<file path="config.mk">
export PLATFORM = sky130hd
export DESIGN_NAME = ecc_fault_log
export DESIGN_NICKNAME = d
export VERILOG_FILES = /design/src/rtl/ecc_fault_log.sv
export SDC_FILE = /design/constraint.sdc
export NUM_CORES = 1
export LEC_CHECK = 0
export BUFFER_PORTS_ARGS = -buffer_cell sky130_fd_sc_hd__buf_2
export CAP_MARGIN = 20
export CORE_ASPECT_RATIO = 1.1
export CORE_MARGIN = 10
export CORE_UTILIZATION = 47
export DETAILED_ROUTE_END_ITERATION = 10
export GPL_ROUTABILITY_DRIVEN = 0
export PLACE_DENSITY = 0.83
export SYNTH_ARGS = -nofsm -noshare
export SYNTH_HDL_FRONTEND = slang
export SYNTH_SLANG_ARGS = --single-unit
</file>
<file path="constraint.sdc">
create_clock -name clk -period 1.9 [get_ports clk]
set_input_delay 0.095 -clock clk [delete_from_list [all_inputs] [get_ports clk]]
set_output_delay 0.095 -clock clk [all_outputs]
set_load 0.1 [all_outputs]
</file>
<file path="src/rtl/ecc_fault_log.sv">
module ecc_fault_log #(
  parameter int ADDR_W = 32,
  parameter int DATA_W = 32,
  parameter int MST_W  = 4,
  parameter int ATTR_W = 8,
  parameter int BUS_AW = 6
) (
  input  logic              clk,
  input  logic              rst_n,
  input  logic              bus_req,
  input  logic              bus_wr,
  input  logic [BUS_AW-1:0] bus_addr,
  input  logic [1:0]        bus_size,
  input  logic [31:0]       bus_wdata,
  output logic              rsp_valid,
  output logic              rsp_err,
  output logic [31:0]       rsp_rdata,
  input  logic              ram_cor,
  input  logic              ram_ncor,
  input  logic [ADDR_W-1:0] ram_addr,
  input  logic [MST_W-1:0]  ram_mst,
  input  logic [ATTR_W-1:0] ram_attr,
  input  logic [DATA_W-1:0] ram_data,
  input  logic              fl_cor,
  input  logic              fl_ncor,
  input  logic [ADDR_W-1:0] fl_addr,
  input  logic [MST_W-1:0]  fl_mst,
  input  logic [ATTR_W-1:0] fl_attr,
  input  logic [DATA_W-1:0] fl_data,
  output logic              ram_acc_err,
  output logic              fl_acc_err,
  output logic              irq
);
  localparam int NREG   = 2;
  localparam int NBITS  = 2 * NREG;
  localparam logic [1:0] SZ_B = 2'd0;
  localparam logic [1:0] SZ_W = 2'd2;
  localparam logic [BUS_AW-1:0] OFF_CFG  = BUS_AW'(0);
  localparam logic [BUS_AW-1:0] OFF_STAT = BUS_AW'(1);
  localparam int BASE_STEP = 16;

  logic [NBITS-1:0] cfg_q, stat_q;
  logic [NREG-1:0][ADDR_W-1:0] cap_addr;
  logic [NREG-1:0][DATA_W-1:0] cap_data;
  logic [NREG-1:0][MST_W-1:0]  cap_mst;
  logic [NREG-1:0][ATTR_W-1:0] cap_attr;

  logic [NREG-1:0]             ev_cor, ev_ncor;
  logic [NREG-1:0][ADDR_W-1:0] ev_addr;
  logic [NREG-1:0][DATA_W-1:0] ev_data;
  logic [NREG-1:0][MST_W-1:0]  ev_mst;
  logic [NREG-1:0][ATTR_W-1:0] ev_attr;

  assign ev_cor  = {fl_cor, ram_cor};
  assign ev_ncor = {fl_ncor, ram_ncor};
  assign ev_addr = {fl_addr, ram_addr};
  assign ev_data = {fl_data, ram_data};
  assign ev_mst  = {fl_mst, ram_mst};
  assign ev_attr = {fl_attr, ram_attr};

  assign ram_acc_err = ram_ncor;
  assign fl_acc_err  = fl_ncor;

  logic        hit;
  logic [1:0]  need_sz;
  logic [31:0] rd_val;

  always_comb begin
    hit     = 1'b0;
    need_sz = SZ_B;
    rd_val  = '0;
    if (bus_addr == OFF_CFG) begin
      hit    = 1'b1;
      rd_val = 32'(cfg_q);
    end else if (bus_addr == OFF_STAT) begin
      hit    = 1'b1;
      rd_val = 32'(stat_q);
    end
    for (int r = 0; r < NREG; r++) begin
      if (bus_addr == BUS_AW'(BASE_STEP * (r + 1))) begin
        hit = 1'b1; need_sz = SZ_W; rd_val = 32'(cap_addr[r]);
      end
      if (bus_addr == BUS_AW'(BASE_STEP * (r + 1) + 4)) begin
        hit = 1'b1; need_sz = SZ_W; rd_val = 32'(cap_data[r]);
      end
      if (bus_addr == BUS_AW'(BASE_STEP * (r + 1) + 8)) begin
        hit = 1'b1; need_sz = SZ_B; rd_val = 32'(cap_mst[r]);
      end
      if (bus_addr == BUS_AW'(BASE_STEP * (r + 1) + 9)) begin
        hit = 1'b1; need_sz = SZ_B; rd_val = 32'(cap_attr[r]);
      end
    end
  end

  wire acc_err = bus_req && (!hit || (bus_wr && bus_size != need_sz));
  wire wr_ok   = bus_req && bus_wr && !acc_err;
  wire [NBITS-1:0] clr = (wr_ok && bus_addr == OFF_STAT) ? bus_wdata[NBITS-1:0] : '0;

  logic [NBITS-1:0] set;
  always_comb
    for (int r = 0; r < NREG; r++) begin
      set[2*r]   = ev_cor[r]  & cfg_q[2*r];
      set[2*r+1] = ev_ncor[r] & cfg_q[2*r+1];
    end

  assign irq = |(stat_q & cfg_q);

  always_ff @(posedge clk or negedge rst_n)
    if (!rst_n) begin
      cfg_q  <= '0;
      stat_q <= '0;
    end else begin
      stat_q <= (stat_q & ~clr) | set;
      if (wr_ok && bus_addr == OFF_CFG) cfg_q <= bus_wdata[NBITS-1:0];
    end

  always_ff @(posedge clk or negedge rst_n)
    if (!rst_n) begin
      rsp_valid <= 1'b0;
      rsp_err   <= 1'b0;
      rsp_rdata <= '0;
    end else begin
      rsp_valid <= bus_req;
      rsp_err   <= acc_err;
      rsp_rdata <= (bus_req && !bus_wr && hit) ? rd_val : '0;
    end

  for (genvar r = 0; r < NREG; r++) begin : g_cap
    always_ff @(posedge clk or negedge rst_n)
      if (!rst_n) begin
        cap_addr[r] <= '0;
        cap_data[r] <= '0;
        cap_mst[r]  <= '0;
        cap_attr[r] <= '0;
      end else if (set[2*r] || set[2*r+1]) begin
        cap_addr[r] <= ev_addr[r];
        cap_data[r] <= ev_data[r];
        cap_mst[r]  <= ev_mst[r];
        cap_attr[r] <= ev_attr[r];
      end
  end
endmodule

</file>
Word level (Yosys, flattened, before mapping)
Index checks and enable logic that the tools add are counted.
{"block": "op_classes", "n_eq_ne": 10, "reduce_logical": 16, "muxes": 30, "n_bitwise": 8}
{"operator": "32-bit 2-to-1 mux", "n": 10}
{"operator": "6-bit by 5-bit equality test with 1-bit output, second input constant", "n": 4}
{"operator": "6-bit equality test, second input constant", "n": 4}
{"operator": "2-bit 2-to-1 mux", "n": 8}
{"operator": "1-bit 2-to-1 mux", "n": 10}
{"operator": "4-bit AND", "n": 2}
{"operator": "1-bit logical AND", "n": 8}
{"operator": "4-bit 2-to-1 mux", "n": 2}
{"operator": "6-bit by 1-bit equality test with 1-bit output, second input constant", "n": 1}
{"operator": "6-bit logical NOT", "n": 1}
{"operator": "1-bit AND", "n": 4}
{"operator": "4-bit inverter", "n": 1}
{"operator": "4-bit bitwise OR", "n": 1}
{"operator": "4-bit OR reduction", "n": 1}
{"operator": "1-bit logical NOT", "n": 3}
{"operator": "1-bit logical OR", "n": 3}
{"operator": "2-bit inequality test", "n": 1}
{"block": "totals", "regBits": 194, "in_bits": 200, "out_inout_bits": 37}

Longest topological paths before layout
Gate-level depths: netlist (run 1).
{"block": "depth", "ltp_word": 21, "ltp_mapped": 8, "depth_no_buf": 5}

Least setup slack after synthesis (run 1)
Ideal clock, no wire load.
{"block": "synth_timing", "kind": "reg-to-reg", "from": "register cfg_q[1]", "to": "register cap_addr[0] (netlist bit)", "period_less_slack_ns": 1.839, "path_slack_ns": 0.061, "arrival_ns": 1.714, "stages_incl_launch_ff": 5, "required_ns": 1.775, "n_path_buf": 2, "path_cell_list": "dfrtp_1 a22oi_1 clkbuf_1 clkbuf_1 mux2_2"}
{"block": "synth_via", "elab_chain_cells": 2}
{"element": "from (decl)", "line": "42", "source": "logic [NBITS-1:0] cfg_q, stat_q;"}
{"element": "from (signal assigned)", "line": "114", "source": "if (wr_ok && bus_addr == OFF_CFG) cfg_q <= bus_wdata[NBITS-1:0];"}
{"element": "1-bit AND", "line": "103", "source": "set[2*r+1] = ev_ncor[r] & cfg_q[2*r+1];"}
{"element": "1-bit logical OR", "line": "135", "source": "end else if (set[2*r] || set[2*r+1]) begin"}
{"element": "to (signal, indexed assignment)", "line": "136", "source": "cap_addr[r] <= ev_addr[r];"}
{"element": "to (decl)", "line": "43", "source": "logic [NREG-1:0][ADDR_W-1:0] cap_addr;"}
Every way passes these cells.
A chain may end at the register's enable or synchronous reset.

Final worst setup path (run 1)
{"block": "layout_timing", "from": "input port bus_addr[5]", "to": "register rsp_rdata[2]"}
{"block": "layout_via", "elab_chain_cells": 13, "elab_cells_between_ends": 32, "cone_classes": "eq/ne: 9; mux: 21; reduce/logical: 2"}
{"element": "from (decl)", "line": "12", "source": "input logic [BUS_AW-1:0] bus_addr,"}
{"element": "6-bit by 1-bit equality test with 1-bit output", "line": "75", "source": "end else if (bus_addr == OFF_STAT) begin"}
{"element": "1-bit 2-to-1 mux", "line": "75"}
{"element": "1-bit 2-to-1 mux", "line": "72", "source": "if (bus_addr == OFF_CFG) begin"}
{"element": "1-bit 2-to-1 mux", "line": "80", "source": "if (bus_addr == BUS_AW'(BASE_STEP * (r + 1))) begin"}
{"element": "1-bit 2-to-1 mux", "line": "83", "source": "if (bus_addr == BUS_AW'(BASE_STEP * (r + 1) + 4)) begin"}
{"element": "1-bit 2-to-1 mux", "line": "86", "source": "if (bus_addr == BUS_AW'(BASE_STEP * (r + 1) + 8)) begin"}
{"element": "1-bit 2-to-1 mux", "line": "89", "source": "if (bus_addr == BUS_AW'(BASE_STEP * (r + 1) + 9)) begin"}
{"element": "1-bit 2-to-1 mux", "line": "80"}
{"element": "1-bit 2-to-1 mux", "line": "83"}
{"element": "1-bit 2-to-1 mux", "line": "86"}
{"element": "1-bit 2-to-1 mux", "line": "89"}
{"element": "1-bit logical AND", "line": "125", "source": "rsp_rdata <= (bus_req && !bus_wr && hit) ? rd_val : '0;"}
{"element": "32-bit 2-to-1 mux *", "line": "125"}
{"element": "to (signal assigned)", "line": "125"}
{"element": "to (decl)", "line": "17", "source": "output logic [31:0] rsp_rdata,"}
Every way passes the cells marked *; elsewhere a longest branch is shown, timed or not.

==> results of run 1 <==
[metal layers]
layer	wire, um	up-vias	global-route usage
met5	14	-	0
met1	9649	3324	0.2577
met4	1007	2	0.1163
met3	1711	69	0.06232
li1	-	2942	-
met2	13950	348	0.4055
[cells in the final DEF (no fill, tap or decap), types with 5 or more instances in the layout]
cell type        n
o21ai_0          8
dlygate4sd3_1  163
nor2b_1          5
a21oi_1         32
mux2_2         161
buf_12           9
a222oi_1        24
clkbuf_16       17
buf_4           22
dfrtp_1        194
nor2_1           9
nand2_1         46
buf_2          207
[critical path: cells and delay by family]
kind                   cells  cell delay, ns
buffers and inverters      2            0.27
and+or+nand+nor            3            0.99
AOI/OAI and AO/OA          2            0.61
[through the flow]
step | setup WS [ns] | cell area, sq um | total power [mW] | utilization
after global placement | -0.04961 | 9612 | 7.168 | 0.5669
after CTS | 0.2602 | 11810 | 11.04 | 0.6965
after detailed placement | -0.08714 | 9612 | 7.293 | 0.5669
after global routing | 0.1885 | 11820 | 11.57 | 0.6970
after floorplan | 0.06086 | 8066 | 6.638 | -
final | 0.2049 | 11820 | 11.08 | 0.6970
[area by class of cell]
class | count | share of cell area
inverters | 3 | 0.0009530
clock inverters | 13 | 0.01069
flip-flops and latches | 194 | 0.4108
repair buffers | 402 | 0.2561
clock buffers | 18 | 0.03717
diodes | 3 | 0.0006353
well taps | 234 | 0.02478
multi-input cells | 350 | 0.2588
[power breakdown]
part           switching (mW)  internal (mW)
Clock                    1.63           1.87
Sequential              0.565           5.12
Combinational           0.699           1.21
Total                    2.89           8.19
[worst max-delay path by stage]
stage                               endpoint  slack [ns]  cells past startpoint
finish                rsp_rdata[2]$_DFF_PN0_        0.20                      7
global placement        cfg_q[0]$_DFFE_PN0P_       -0.05                      5
detailed placement      cfg_q[1]$_DFFE_PN0P_       -0.09                      5
CTS                                      irq        0.26                      3
floorplan            cap_addr[0]$_DFFE_PN0P_        0.06                      4
global route        cap_data[46]$_DFFE_PN0P_        0.19                      3
[repair_timing]
item	CTS	global route
setup buffers	0	0
hold endpoints to repair	212	0
hold buffers	163	0
[flip-flops by register name, indices dropped and copies added (netlist names)]
| signal | flops |
|---|---|
| cap_addr | 64 |
| cap_data | 64 |
| rsp_rdata | 32 |
| cap_attr | 16 |
| cap_mst | 8 |
| cfg_q | 4 |
| stat_q | 4 |
| rsp_err | 1 |
| rsp_valid | 1 |
[kinds of logic after synthesis]
group / Yosys count / share of synthesized area
AOI/OAI and AO/OA: 103 / 0.09415
xor gates and xnor gates: 2 / 0.002172
buffers and inverters: 41 / 0.02094
DFF: 194 / 0.6018
muxes: 165 / 0.2297
and+or+nand+nor: 80 / 0.05119
==> metrics.md, run 1 <==
| Metric | Value |
|---|---|
| Finish-stage setup viols | 0 |
| Clock Pin Slew Worst Setup and Hold Paths | 0.07 ns |
| Fillers | roughly 1100 |
| PortBufs | approximately 210 |
| Vias per cell | 5.493 |
| CP max FO | 4 |
| Post-CTS Resized | 0 |
| FF/Latch Area | 0.004855 sq mm |
| Cell Rows | 50 |
| DRT iter0 DRCs | 504 |
| CTS buffer count | 17 |
| Final TNS setup | 0 ns |
| Synth Register Bits | a little under 200 |
| Initial antenna violation count | 4 |
| Fin cells | ~1200 |
| Crit path launch type | input port |
| Final hold vios | 0 |
| Min cycle time layout | 1.695 ns |
| Worst hold slack | roughly 0.043 ns |
| Count leader, synth | dfrtp_1 |
| Multi-input logic area | roughly 0.0031 sq mm |
| Synth-to-Final Area Change | 46.49% |
| Worst Setup SP | bus_addr[5] |
| Seq/Total Area, Yosys | 0.6018 |
| WL/cell | 21.64 um |
| Critical path endpoint category | flop |
| Antenna-violating nets left | 0 |
| CP Data Required Time | 2.18 ns |
| Clock tree buffer depth | 2 |
| GRT Residual Overflow | 0 |
| DRC Markers | 0 |
| R2R cell count | 4 |
| Worst clock skew | 0.01087 ns |
| Post-Synthesis Cells | just under 600 |
| Number of flops mapped to enable cells by yosys | 0 |
| Max VDD drop | 0.6469 mV |
| Tot GR Track Use | 0.2322 |
| CTS tree | yes |
| Initial Util | 0.4758 |
| Syn Nets | 785 |
| Core area | 0.01695 sq mm |
| Mapped Area | 0.008066 sq mm |
| Critical path's slowest cell | or4_4 |
| Origin of the worst min-delay path | bus_size[0] |
| Die area | around 0.023 sq mm |
| R2r endpoint | rsp_rdata[2]$_DFF_PN0_ |
| Ys Warns | 0 |
| PD cells | 937.7 mW/mm^2 |
| Layout Nets | 1168 |
| Final WL | 26330 um |
| Worst Path Arrival | between 1.5 and 2 ns |
| Post-detail-place hpwl | roughly 16000 um |
| Initial DRT Pass Iterations | 6 |
| Worst Hold Depth | 3 |
| Post-synth top cells | dfrtp_1, mux2_2, nand2_1 |
| Synth Flop Type | dfrtp_1 |
| Crit Path Class | input port to flop |
| Min-Delay Endpoint | rsp_err$_DFF_PN0_ |
| Worst-Margin Slew | about 0.54 ns |
| Leading area contributor after synthesis | dfrtp_1 |
| Io pins | about 240 |
| Lkg Pwr | 5.687 nW |
| Max Cap Viol | 0 |
| Top cell type's share of synthesized area | 0.6018 |
| Die Ht | 157.4 um |
| Largest net degree at the start of global routing | 56 |
| Synth unique cells | 40 |
| Cell Count Post-Placement | around 1000 |
| Die Wd | 144.9 um |
| RSZ-0062 raised after global routing | false |
| Status | complete, no violations |
| Vias in the first global route | 7413 |
| Relative slew slack | 0.6438 |
| First-pass GRT wire length | 41490 um |
| R2r setup slk | 0.24 ns |
| Async set-reset flop share out of synthesis | 1.000 |
| RR Startpoint | cfg_q[2]$_DFFE_PN0P_ |
| Max-slew violations | 0 |
| Clk_lat worst skew | between 0.4 and 0.5 ns |
| Via count | 6685 |
| Min-delay worst type | input port to flop |
| Crit path largest cell delay | 0.54 ns |
| Ranking of synthesized cells by area | dfrtp_1, mux2_2, a222oi_1 |
| Fmax | 0.5899 GHz |
| Post-route clock period utilization | 0.8922 |
| Layout cell share with drive strength beyond 1 | 0.4531 |
| Root Driver | clkbuf_16 |
| Clock sinks | 194 |
| Max H-tree Level | 4 |
| Critical-path cell list | buf_2 -> or4_4 -> buf_4 -> o21ai_0 -> nand4_2 -> nand2b_1 -> o32ai_1 |
| Avg Inst Size Synth | about 14 sq um |
No activity file was read; power rests on OpenSTA's default activity.
==> run 2: changes to the inputs <==
Settings changed: ABC_AREA set to 1, PLACE_DENSITY 0.83 to 0.82.
==> metrics.md, run 2 <==
| Metric | Value |
|---|---|
| Number of flops mapped to enable cells by yosys | 0 |
| Worst clock skew | 0.009933 ns |
| Top cell type's share of synthesized area | 0.5905 |
| Die Wd | 146.1 um |
| Status | complete, no violations |
| Mapped Area | 0.008222 sq mm |
| Max H-tree Level | 4 |
| First-pass GRT wire length | between 40000 and 50000 um |
| Most common cell after layout, fill and taps aside | buf_2 |
| DRC Markers | 0 |
| Worst Path Arrival | about 1.5 ns |
| Syn Nets | 1010 |
| Layout Nets | 1380 |
| Synth unique cells | 28 |
| Max VDD drop | 0.6319 mV |
| Clock power share | 0.374 |
| R2r setup slk | 0.46 ns |
| CP bufs+invs | 2 |
| Initial DRT Pass Iterations | 5 |
| Clock Pin Slew Worst Setup and Hold Paths | 0.07 ns |
| Crit Path Class | flop to primary output |
| Critical-path cell list | inv_1 -> o2111ai_2 -> buf_2 |
| Final TNS setup | 0 ns |
| CTS buffer count | 17 |
| Relative slew slack | 0.6300 |
| Async set-reset flop share out of synthesis | 1.000 |
| Ys Warns | 0 |
| Commonest non-fill, non-tap cells in the layout | buf_2, dfrtp_1, dlygate4sd3_1 |
| Min-delay worst type | input port to flop |
| Count leader, synth | dfrtp_1 |
| DRT iter0 DRCs | 531 |
| DP Area | 0.009663 sq mm |
| Post-detail-place hpwl | 16380 um |
| Initial antenna violation count | 10 |
| Layout cell share with drive strength beyond 1 | 0.3043 |
| WL/cell | 18.98 um |
| RSZ-0062 raised after global routing | false |
| Sw Ratio | 0.2619 |
| Crit path launch type | flop |
| Final WL | ~27000 um |
| Final hold vios | 0 |
| Leading area contributor after synthesis | dfrtp_1 |
| FF/Latch Area | 0.004855 sq mm |
| Antenna-violating nets left | 0 |
| Crit path largest cell delay | 0.45 ns |
| Synth-to-Final Area Change | 44.65% |
| Max Cap Viol | 0 |
| Post-route cell area | 0.01189 sq mm |
| Seq/Total Area, Yosys | 0.5905 |
| PortBufs | 208 |
| GRT Residual Overflow | 0 |
| Post-synth top cells | dfrtp_1, nand2_1, inv_1 |
| Largest regs | cap_addr: 64 flops, cap_data: 64 flops, rsp_rdata: 32 flops |
| CTS tree | yes |
| Ranking of synthesized cells by area | dfrtp_1, mux2_2, nand2_1 |
| Io pins | roughly 240 |
| Worst-Margin Slew | 0.5589 ns |
| Clock tree buffer depth | 2 |
| Avg Inst Size Synth | 10.15 sq um |
| Internal | roughly 6.9 mW |
| Vias in the first global route | about 8200 |
| Initial Util | 0.4814 |
| CP Data Required Time | around 1.8 ns |
| Cell Rows | 50 |
| Via count | 7434 |
| Synth Flop Type | dfrtp_1 |
| Critical path endpoint category | primary output |
| Delay-heaviest family, CP | buffers and inverters |
| Clk_lat worst skew | 0.42 ns |
| PD cells | a little under 800 mW/mm^2 |
| Tot GR Track Use | 0.2336 |
| Multi-input logic area | 0.002841 sq mm |
| CP max FO | 3 |
| Switching power | 2.435 mW |
| Max-slew violations | 0 |
| Clock sinks | between 150 and 200 |
| Fillers | 1220 |
| Finish-stage setup viols | 0 |
| Core area | 0.01708 sq mm |
| Critical path's slowest cell | buf_2 |
| Largest net degree at the start of global routing | 57 |
| Post-route clock period utilization | 0.8443 |
| Vias per cell | 5.173 |
| Fmax | between 0.6 and 0.7 GHz |
| Die area | 0.02319 sq mm |
| Synth Register Bits | 194 |
| Lkg Pwr | 5.808 nW |
| Combinational share of power | 0.134 |
| Min cycle time layout | 1.604 ns |
| Die Ht | roughly 160 um |
| Seq pwr share | 0.492 |
| Root Driver | clkbuf_16 |
| Post-Synthesis Cells | 810 |
==> run 2: cell types whose count changed in the layout (fill, tap and decap cells not counted), moves of 8 or more <==
cell	before	now
o22ai_1	4	28
nand2_1	46	152
buf_4	22	14
o21ai_0	8	94
a21oi_1	32	69
a222oi_1	24	0
inv_1	3	97
mux2_2	161	75
==> run 2: power by group through the flow <==
stage	combinational [mW]	clock [mW]	sequential, mW
6_report	1.25	3.48	4.57
3_3_place_gp	0.908	0	4.62
3_5_place_dp	0.940	0	4.64
4_1_cts	1.21	3.53	4.56
5_1_grt	1.37	3.69	4.60
2_1_floorplan	0.495	0	4.64
==> run 2: cells by family (layout without fill, tap and decap cells) <==
group	count (synthesis)	after routing	share of synthesized area
AOI/OAI and AO/OA	212	212	0.1396
DFF	194	194	0.5905
and+or+nand+nor	187	187	0.09861
buffers and inverters	142	525	0.06863
muxes	75	75	0.1027
other	0	10	0
==> run 2: worst reg2reg max path, stage by stage, from the launching register on <==
cell and delay [ns]:
dfrtp_1 0.40, nand2_1 0.13, nand2_4 0.26, buf_12 0.30, o21ai_0 0.25
==> run 2: worst paths after layout <==
path,startpoint,end,cells after the start
min,bus_size[0],rsp_err$_DFF_PN0_,5
max,cfg_q[1]$_DFFE_PN0P_,irq,3
max in group asynchronous,rst_n,cap_data[22]$_DFFE_PN0P_,3
min in group asynchronous,rst_n,cap_data[55]$_DFFE_PN0P_,2
max reg2reg,cfg_q[1]$_DFFE_PN0P_,cap_data[22]$_DFFE_PN0P_,4
min reg2reg,stat_q[1]$_DFF_PN0_,stat_q[1]$_DFF_PN0_,2
==> run 2: repair_timing <==
action / in CTS / in global routing
endpoints found under the hold margin: 212 / 0
buffers inserted: 0 / 0
gates resized for setup: 0 / 0
hold buffers: 163 / 0
==> run 2: per-stage QoR <==
stage	utilization	instances	setup slack, ns	total power [mW]	hold slack (ns)
finish	0.6963	1437	0.2959	9.300	0.1181
global route	0.6963	1437	0.2206	9.667	0.1154
CTS	0.6949	1427	0.2710	9.301	0.08800
floorplan	-	810	0.5060	5.130	-0.2006
detailed placement	0.5658	1232	0.1635	5.582	0.1008
global placement	0.5658	1232	0.2451	5.531	0.1005
==> run 2: area by class of cell <==
type | count | area share
clock buffers | 19 | 0.03809
repair buffers | 392 | 0.2461
well taps | 234 | 0.02462
diodes | 10 | 0.002104
flip-flops and latches | 194 | 0.4082
clock inverters | 13 | 0.01010
multi-input cells | 474 | 0.2389
inverters | 101 | 0.03188
==> run 2: routing by layer <==
layer  track usage  share of wire  vias to the layer above
met5             0              0                        -
li1              -              -                     3437
met4        0.1020          0.030                        0
met3       0.05281          0.059                       67
met1        0.2553           0.37                     3618
met2        0.4229           0.54                      312
==> run 3: changes to the inputs <==
Settings changed: CORE_UTILIZATION 47 to 52, PLACE_DENSITY 0.82 to 0.86.
Clock period 1.9 ns to 1.68 ns, I/O delays scaled along.
==> metrics.md, run 3 (synthesis results as in run 2) <==
| Metric | Value |
|---|---|
| Status | complete, no violations |
| Vias per cell | 5.354 |
| Worst-Margin Slew | 0.5479 ns |
| Clock sinks | 194 |
| DRC Markers | 0 |
| Max-slew violations | 0 |
| Crit Path Class | flop to primary output |
| Fillers | slightly below 1000 |
| Met3 GRT Util | 0.06640 |
| DP Area | just under 0.01 sq mm |
| Max H-tree Level | 4 |
| Layout cell share with drive strength beyond 1 | 0.3061 |
| Die Ht | approximately 150 um |
| Most common cell after layout, fill and taps aside | buf_2 |
| Max Cap Viol | 0 |
| Largest regs | cap_addr: 64 flops, cap_data: 64 flops, rsp_rdata: 32 flops |
| Final core utilization | 0.7622 |
| Critical path endpoint category | primary output |
| Clk_lat worst skew | 0.42 ns |
| Die area | 0.02125 sq mm |
| Multi-input logic area | 0.002841 sq mm |
| Initial antenna violation count | 5 |
| CTS tree | yes |
| Min cycle time layout | 1.596 ns |
| Antenna-violating nets left | 0 |
| Root Driver | clkbuf_16 |
| Min-delay worst type | input port to flop |
| Lkg Pwr | 5.846 nW |
| Initial Util | 0.5265 |
| Tot GR Track Use | 0.2545 |
| DRT iter0 DRCs | 590 |
| CTS buffer count | 17 |
| Clock tree buffer depth | 2 |
| Layout Nets | 1388 |
| Final WL | 27400 um |
| Setup Fix Bufs, Post-CTS | 0 |
| CP max FO | 3 |
| Synth-to-Final Area Change | 44.76% |
| PortBufs | 208 |
| Cell Rows | 48 |
| Final hold vios | 0 |
| First-pass GRT wire length | approximately 43000 um |
| Worst clock skew | around 0.0092 ns |
| PD cells | 893.6 mW/mm^2 |
| Io pins | 237 |
| Crit path largest cell delay | 0.46 ns |
| Largest net degree at the start of global routing | 63 |
| Fmax | 0.6264 GHz |
| CP Data Required Time | 1.60 ns |
| Worst hold slack | 0.07213 ns |
| FF/Latch Area | 0.004855 sq mm |
| Commonest non-fill, non-tap cells in the layout | buf_2, dfrtp_1, dlygate4sd3_1 |
| RSZ-0062 raised after global routing | false |
| Crit path launch type | flop |
| Post-CTS Resized | 0 |
| Relative slew slack | 0.6347 |
| Clock Pin Slew Worst Setup and Hold Paths | approximately 0.07 ns |
| Vias in the first global route | 8235 |
| Die Wd | 139.9 um |
| WL/cell | 19.51 um |
| Met1 usage | 0.2769 |
| Post-route cell area | 0.01190 sq mm |
| Max VDD drop | about 0.73 mV |
| Worst Path Arrival | roughly 1.5 ns |
| Via count | 7517 |
| GRT Residual Overflow | 0 |
| Finish-stage setup viols | 0 |
| Core area | approximately 0.016 sq mm |
| Critical path's slowest cell | buf_2 |
| Post-route clock period utilization | 0.9502 |
| Post-detail-place hpwl | about 16000 um |
| Critical-path cell list | inv_1 -> o2111ai_2 -> buf_2 |
| Initial DRT Pass Iterations | 5 |
| M2 GR Usage | 0.4428 |
| Total power | 10.64 mW |
| Busiest grt layer | met2 |
==> run 3: cell types whose count changed in the layout (fill, tap and decap cells not counted) <==
| cell | delta |
|---|---|
| buf_4 | +8 |
| bufinv_16 | +2 |
| clkbuf_1 | +2 |
| clkbuf_8 | +1 |
| clkinv_2 | +1 |
| clkinv_4 | -2 |
| clkinv_8 | -1 |
| diode_2 | -5 |
| inv_6 | -3 |
| inv_8 | -2 |
==> run 3: report_power, final <==
group | total, mW | internal, mW | switching, mW
logic | 1.44 | 0.725 | 0.711
clock network | 4.02 | 2.30 | 1.72
registers | 5.18 | 5.02 | 0.161
==> run 3: metal layers <==
metal | vias to the layer above | part of all wire
met2 | 369 | 0.53
li1 | 3439 | -
met3 | 92 | 0.070
met5 | - | 0
met4 | 0 | 0.046
met1 | 3617 | 0.36
==> run 3: area by class of cell <==
| cell class | instances | area share |
|---|---|---|
| antenna | 5 | 0.001051 |
| sequential | 194 | 0.4079 |
| tap | 200 | 0.02103 |
| clock buffer | 22 | 0.03984 |
| timing repair buffer | 400 | 0.2509 |
| inverter | 101 | 0.03185 |
| clock inverter | 8 | 0.008621 |
| multi-input combinational | 474 | 0.2388 |
==> run 3: final timing paths <==
check	from	to	slack, ns	cells past startpoint
min reg2reg	stat_q[1]$_DFF_PN0_	stat_q[1]$_DFF_PN0_	0.49	2
max in group asynchronous	rst_n	cap_data[42]$_DFFE_PN0P_	0.85	3
min	bus_size[0]	rsp_err$_DFF_PN0_	0.07	5
min in group asynchronous	rst_n	cap_addr[1]$_DFFE_PN0P_	0.23	2
max	cfg_q[1]$_DFFE_PN0P_	irq	0.08	3
max reg2reg	cfg_q[2]$_DFFE_PN0P_	cap_data[62]$_DFFE_PN0P_	0.24	4
==> run 3: critical path: cells and delay by family, from the launching register on <==
family	cells	cell delay, ns
compound gates	1	0.17
buf+inv	2	0.54
flops	1	0.38
==> run 3: repair_timing <==
action,4_1_cts,5_1_grt
setup endpoints to repair,0,0
hold buffers,163,0
hold endpoints to repair,217,0
==> run 3: per-stage QoR <==
stage	setup WS [ns]	TNS (ns)	instances
after global placement	0.08152	0	1206
after global routing	0.02766	0	1404
after floorplan	0.2861	0	810
after detailed placement	-0.02153	-0.02153	1206
final	0.08367	0	1404
after CTS	0.06396	0	1399
